`src/rtl/icb_pkg.sv`:
```
package icb_pkg;

  localparam int unsigned WORD_W   = 64;
  localparam int unsigned DS_W     = 32;
  localparam int unsigned SZ_W     = 4;
  // field positions, LSB-numbered
  localparam int unsigned RD_POS   = 48;
  localparam int unsigned SZ_LO    = 56;
  localparam int unsigned DONE_POS = 11;
  localparam int unsigned RDAT_LO  = 26;

  typedef enum logic [1:0] {
    SEL_CTL  = 2'd0,
    SEL_RST  = 2'd1,
    SEL_STAT = 2'd2,
    SEL_DATA = 2'd3
  } reg_sel_e;

  typedef struct packed {
    logic            is_read;
    logic [SZ_W-1:0] size;
    logic [DS_W-1:0] addr;
    logic [DS_W-1:0] wdata;
  } ds_cmd_t;

  function automatic logic ctl_is_read(input logic [WORD_W-1:0] ctl);
    return ctl[RD_POS];
  endfunction

  function automatic logic [SZ_W-1:0] ctl_size(input logic [WORD_W-1:0] ctl);
    return ctl[SZ_LO +: SZ_W];
  endfunction

  function automatic logic [DS_W-1:0] ctl_addr(input logic [WORD_W-1:0] ctl);
    return ctl[DS_W-1:0];
  endfunction

  function automatic logic [WORD_W-1:0] stat_pack(input logic is_read,
                                                  input logic err,
                                                  input logic [DS_W-1:0] rdata);
    logic [WORD_W-1:0] s;
    s = '0;
    s[DONE_POS] = 1'b1;
    if (is_read) s[RDAT_LO +: DS_W] = err ? '1 : rdata;
    return s;
  endfunction

endpackage

```
`src/rtl/icb_hostregs.sv`:
```
module icb_hostregs
  import icb_pkg::*;
#(
  parameter int unsigned HOST_AW = 5
) (
  input  logic               clk,
  input  logic               rst_n,
  input  logic               host_req,
  input  logic               host_we,
  input  logic [HOST_AW-1:0] host_addr,
  input  logic [WORD_W-1:0]  host_wdata,
  output logic [WORD_W-1:0]  host_rdata,
  output logic               host_rvalid,
  input  logic               cmp_valid,
  input  logic [WORD_W-1:0]  cmp_status,
  output logic               ctl_wr,
  output logic [WORD_W-1:0]  ctl_word,
  output logic [DS_W-1:0]    data_word,
  output logic               stat_rd,
  output logic [WORD_W-1:0]  stat_word
);

  localparam int unsigned SEL_LSB = 3;

  reg_sel_e          sel;
  logic              data_wr;
  logic [DS_W-1:0]   data_q;
  logic [WORD_W-1:0] stat_q;
  logic [WORD_W-1:0] rd_mux;

  assign sel     = reg_sel_e'(host_addr[SEL_LSB +: 2]);
  assign ctl_wr  = host_req &  host_we & (sel == SEL_CTL);
  assign data_wr = host_req &  host_we & (sel == SEL_DATA);
  assign stat_rd = host_req & ~host_we & (sel == SEL_STAT);
  assign ctl_word  = host_wdata;
  assign data_word = data_q;
  assign stat_word = stat_q;

  always_comb begin
    unique case (sel)
      SEL_STAT: rd_mux = stat_q;
      SEL_DATA: rd_mux = {data_q, {(WORD_W-DS_W){1'b0}}};
      default:  rd_mux = '0;
    endcase
  end

  always_ff @(posedge clk) begin
    if (!rst_n) begin
      data_q      <= '0;
      stat_q      <= '0;
      host_rdata  <= '0;
      host_rvalid <= 1'b0;
    end else begin
      host_rvalid <= host_req & ~host_we;
      if (host_req && !host_we) host_rdata <= rd_mux;
      if (data_wr) data_q <= host_wdata[WORD_W-1 -: DS_W];
      if (cmp_valid)    stat_q <= cmp_status;
      else if (stat_rd) stat_q <= '0;
    end
  end

endmodule

```
`src/rtl/icb_launcher.sv`:
```
module icb_launcher
  import icb_pkg::*;
#(
  parameter int unsigned MAX_BYTES = 8
) (
  input  logic              clk,
  input  logic              rst_n,
  input  logic              ctl_wr,
  input  logic [WORD_W-1:0] ctl_word,
  input  logic [DS_W-1:0]   data_word,
  output logic              ds_req,
  output logic              ds_we,
  output logic [DS_W-1:0]   ds_addr,
  output logic [SZ_W-1:0]   ds_size,
  output logic [DS_W-1:0]   ds_wdata,
  input  logic              ds_ack,
  input  logic              ds_err,
  input  logic [DS_W-1:0]   ds_rdata,
  output logic              launch,
  output logic              reject,
  output logic              cmp_valid,
  output logic [WORD_W-1:0] cmp_status
);

  localparam logic [SZ_W-1:0] SZ_MAX = SZ_W'(MAX_BYTES);

  logic    req_q;
  ds_cmd_t cmd_q;
  logic    size_ok;

  assign size_ok   = ctl_size(ctl_word) <= SZ_MAX;
  assign launch    = ctl_wr & ~req_q &  size_ok;
  assign reject    = ctl_wr & ~req_q & ~size_ok;
  assign cmp_valid = req_q & ds_ack;
  assign cmp_status = stat_pack(cmd_q.is_read, ds_err, ds_rdata);

  assign ds_req   = req_q;
  assign ds_we    = ~cmd_q.is_read;
  assign ds_addr  = cmd_q.addr;
  assign ds_size  = cmd_q.size;
  assign ds_wdata = cmd_q.wdata;

  always_ff @(posedge clk) begin
    if (!rst_n) begin
      req_q <= 1'b0;
      cmd_q <= '0;
    end else if (launch) begin
      req_q         <= 1'b1;
      cmd_q.is_read <= ctl_is_read(ctl_word);
      cmd_q.size    <= ctl_size(ctl_word);
      cmd_q.addr    <= ctl_addr(ctl_word);
      cmd_q.wdata   <= data_word;
    end else if (cmp_valid) begin
      req_q <= 1'b0;
    end
  end

endmodule

```
`src/rtl/ind_cmd_bridge.sv`:
```
module ind_cmd_bridge
  import icb_pkg::*;
#(
  parameter int unsigned HOST_AW   = 5,
  parameter int unsigned MAX_BYTES = 8
) (
  input  logic               clk,
  input  logic               rst_n,
  input  logic               host_req,
  input  logic               host_we,
  input  logic [HOST_AW-1:0] host_addr,
  input  logic [63:0]        host_wdata,
  output logic [63:0]        host_rdata,
  output logic               host_rvalid,
  output logic               ds_req,
  output logic               ds_we,
  output logic [31:0]        ds_addr,
  output logic [3:0]         ds_size,
  output logic [31:0]        ds_wdata,
  input  logic               ds_ack,
  input  logic               ds_err,
  input  logic [31:0]        ds_rdata
);

  logic              ctl_wr;
  logic [WORD_W-1:0] ctl_word;
  logic [DS_W-1:0]   data_word;
  logic              stat_rd;
  logic [WORD_W-1:0] stat_word;
  logic              launch;
  logic              reject;
  logic              cmp_valid;
  logic [WORD_W-1:0] cmp_status;

  icb_hostregs #(.HOST_AW(HOST_AW)) u_regs (
    .clk        (clk),
    .rst_n      (rst_n),
    .host_req   (host_req),
    .host_we    (host_we),
    .host_addr  (host_addr),
    .host_wdata (host_wdata),
    .host_rdata (host_rdata),
    .host_rvalid(host_rvalid),
    .cmp_valid  (cmp_valid),
    .cmp_status (cmp_status),
    .ctl_wr     (ctl_wr),
    .ctl_word   (ctl_word),
    .data_word  (data_word),
    .stat_rd    (stat_rd),
    .stat_word  (stat_word)
  );

  icb_launcher #(.MAX_BYTES(MAX_BYTES)) u_launch (
    .clk       (clk),
    .rst_n     (rst_n),
    .ctl_wr    (ctl_wr),
    .ctl_word  (ctl_word),
    .data_word (data_word),
    .ds_req    (ds_req),
    .ds_we     (ds_we),
    .ds_addr   (ds_addr),
    .ds_size   (ds_size),
    .ds_wdata  (ds_wdata),
    .ds_ack    (ds_ack),
    .ds_err    (ds_err),
    .ds_rdata  (ds_rdata),
    .launch    (launch),
    .reject    (reject),
    .cmp_valid (cmp_valid),
    .cmp_status(cmp_status)
  );

endmodule

```
`config.mk`:
```
export PLATFORM = sky130hd
export DESIGN_NAME = ind_cmd_bridge
export DESIGN_NICKNAME = d
export VERILOG_FILES = /design/src/rtl/icb_pkg.sv /design/src/rtl/icb_hostregs.sv /design/src/rtl/icb_launcher.sv /design/src/rtl/ind_cmd_bridge.sv
export SDC_FILE = /design/constraint.sdc
export NUM_CORES = 1
export LEC_CHECK = 0
export BUFFER_PORTS_ARGS = -buffer_cell sky130_fd_sc_hd__buf_2
export CAP_MARGIN = 5
export CORE_MARGIN = 3
export CORE_UTILIZATION = 54
export DETAILED_ROUTE_END_ITERATION = 16
export GPL_ROUTABILITY_DRIVEN = 1
export GPL_TIMING_DRIVEN = 0
export HOLD_SLACK_MARGIN = 0.12
export PLACE_DENSITY_LB_ADDON = 0.1
export SLEW_MARGIN = 20
export SYNTH_ARGS = -nofsm -noshare
export SYNTH_HDL_FRONTEND = slang
export SYNTH_SLANG_ARGS = --single-unit
```
`constraint.sdc`:
```
create_clock -name clk -period 2.82 [get_ports clk]
set_input_delay 0 -clock clk [delete_from_list [all_inputs] [get_ports clk]]
set_output_delay 0 -clock clk [all_outputs]
set_load 0.05 [all_outputs]
```
==> results.tsv <==
metric	value	unit
start_util	0.566	
synth_flop_cell	dfxtp_1	
tightest_slew	645	ps
pre_cts_slack	1310	ps
drive_gt1_frac	0.299	
worstPathArrival	2590	ps
fin_crit_sh	0.790	
wl	21800	um
yosys.cell_types.count	32	
grt_overflow	0	
rsz0062_at_grt	false	
die_y	122	um
drv_slew	0	
ys_ff_latch	175	
yosysTopAreaCell	dfxtp_1	
grt_first_pass_wirelength	34100	um
drtIter0Drc	592	
gp_congestion	0.815	
yosysSeqAreaShare	0.479	
syn_to_final_growth	41.7	%
worst_slack	592	ps
finalWorstPathRequiredPeriod	2230	ps
required	3190	ps
netlist_instances	830	
core-area	0.0129	sq mm
hold_viol	0	
insertion_delay	420	ps
critPathLaunchType	register	
cts_max_path_buffers	2	
grt_pass1_vias	6986	
numCtsBuffers	17	
power_density	537	mW/mm^2
p_total	5.57	mW
cts_tree	built	
crit_fanout	5	
portBuffers	213	
synth_warnings	0	
grt_usage	0.288	
first_pass_iters	7	
async_flop_share	0	
synth-edff-count	0	
yosysMostFrequentCell	nand2_1	
dieArea	0.0150	sq mm
tns	0	ps
wl_per_cell	15.8	um
postSynthAreaPerCell	8.82	sq um
clk_pin_slew	70	ps
vias	7074	
maxCapViolCount	0	
clock.fmax	449	MHz
nNetsFinal	1297	
htreeDepth	4	
synth_top_cells_by_count	203 x nand2_1, 175 x dfxtp_1, 93 x buf_4	
setup_viol	0	
netlist_area	0.00732	sq mm
n_antenna_cell	0	
p_leak	4.55	nW
antenna_found_initial	0	
ioPinCount	242	
dieWidth	122	um
drc	0	
drtAntennaViolNets	0	
synth_top_area_share	0.479	
slew_headroom	0.570	
clock_skew	10.3	ps
viasPerCell	5.14	
synth_area_leaders	dfxtp_1 48%, nand2_1 10%, buf_4 9.5%	
critPathKind	reg2reg	
min_path_type	in2reg	
status	finished, final reports clean	
root_buffer	clkbuf_16	
end_kind	register	
ir_drop	386	uV
row_count	41	
grt_max_degree	17	
hpwlAfterDp	13900	um
clkSinkCount	175	
placed cells by master, fill, tap and decap left out, drive strengths merged, types with 25 or more instances in the layout:
| cell | instances |
|---|---|
| a222oi | 26 |
| dlygate4sd3 | 104 |
| o21ai | 32 |
| dfxtp | 175 |
| buf | 330 |
| a21oi | 65 |
| nor2 | 41 |
| conb | 25 |
| nand2 | 203 |
| nand3 | 32 |
| clkbuf | 61 |
| mux2i | 67 |
layer usage:
layer  GRT usage  share of wire
met3      0.0700          0.081
met1       0.345           0.40
met4      0.0987          0.021
met2       0.504           0.50
met5           0              0
layout make-up:
| cell class | instances | area, sq um |
|---|---|---|
| multi-input cells | 518 | 2820 |
| clock buffers | 19 | 453 |
| plain buffers | 159 | 1080 |
| clock inverters | 13 | 186 |
| inverters | 2 | 7.51 |
| fillers | 853 | 2560 |
| well taps | 172 | 215 |
| repair buffers | 317 | 2110 |
| flip-flops and latches | 175 | 3500 |
final timing paths:
check / startpoint / cells after the start / slack, ps / to
hold / removal: host_we / 4 / 160 / u_launch.ds_size[0]
hold reg to reg: u_regs.stat_word[11] / 2 / 450 / u_regs.stat_word[11]
setup reg to reg: u_launch.ds_req / 5 / 590 / u_regs.stat_word[57]
setup / recovery: u_launch.ds_req / 5 / 590 / u_regs.stat_word[57]
state kept, by name (all words and copies together), names as in the netlist:
register	flops
u_regs.host_rdata	39
u_regs.data_word	32
u_launch.ds_wdata	32
u_launch.cmd_q	1
u_regs.host_rvalid	1
u_launch.ds_addr	32
u_launch.ds_size	4
u_launch.ds_req	1
u_regs.stat_word	33
stage by stage:
step | hold WS (ps) | instance area [sq um] | util | std cells
after floorplan | 136 | 7410 | - | 854
after global placement | 241 | 8690 | 0.672 | 1239
after detailed placement | 245 | 8690 | 0.672 | 1239
after CTS | 141 | 10400 | 0.802 | 1375
after global routing | 158 | 10400 | 0.802 | 1375
final | 155 | 10400 | 0.802 | 1375
where the power goes:
group          internal, mW  leakage (nW)  switching [mW]  total, mW
Combinational         0.230          2.82           0.311      0.541
Sequential             2.49          1.41          0.0138       2.50
Clock                  1.53         0.313           0.987       2.52
logic make-up (layout without fill, tap and decap cells):
group | count (synthesis) | count (layout) | synth area share
simple gates | 286 | 286 | 0.161
flops | 175 | 175 | 0.479
buf+inv | 161 | 510 | 0.149
compound gates | 140 | 140 | 0.120
mux | 67 | 67 | 0.0916
other cells | 1 | 25 | 0.000512
repair_timing:
item / 4_1_cts / 5_1_grt
hold buffers: 104 / 0
resized for setup: 0 / 0
endpoints found under the hold margin: 102 / 0
setup buffers: 0 / 0
setup endpoints to repair: 0 / 0
worst max-delay path, cell delays in order (launching register included):
cell and delay, ps:
dfxtp_1 500, and3_1 290, o21ai_0 110, dlygate4sd3_1 570, a21oi_1 150, dlygate4sd3_1 560
Power figures use the tool's default switching activity.
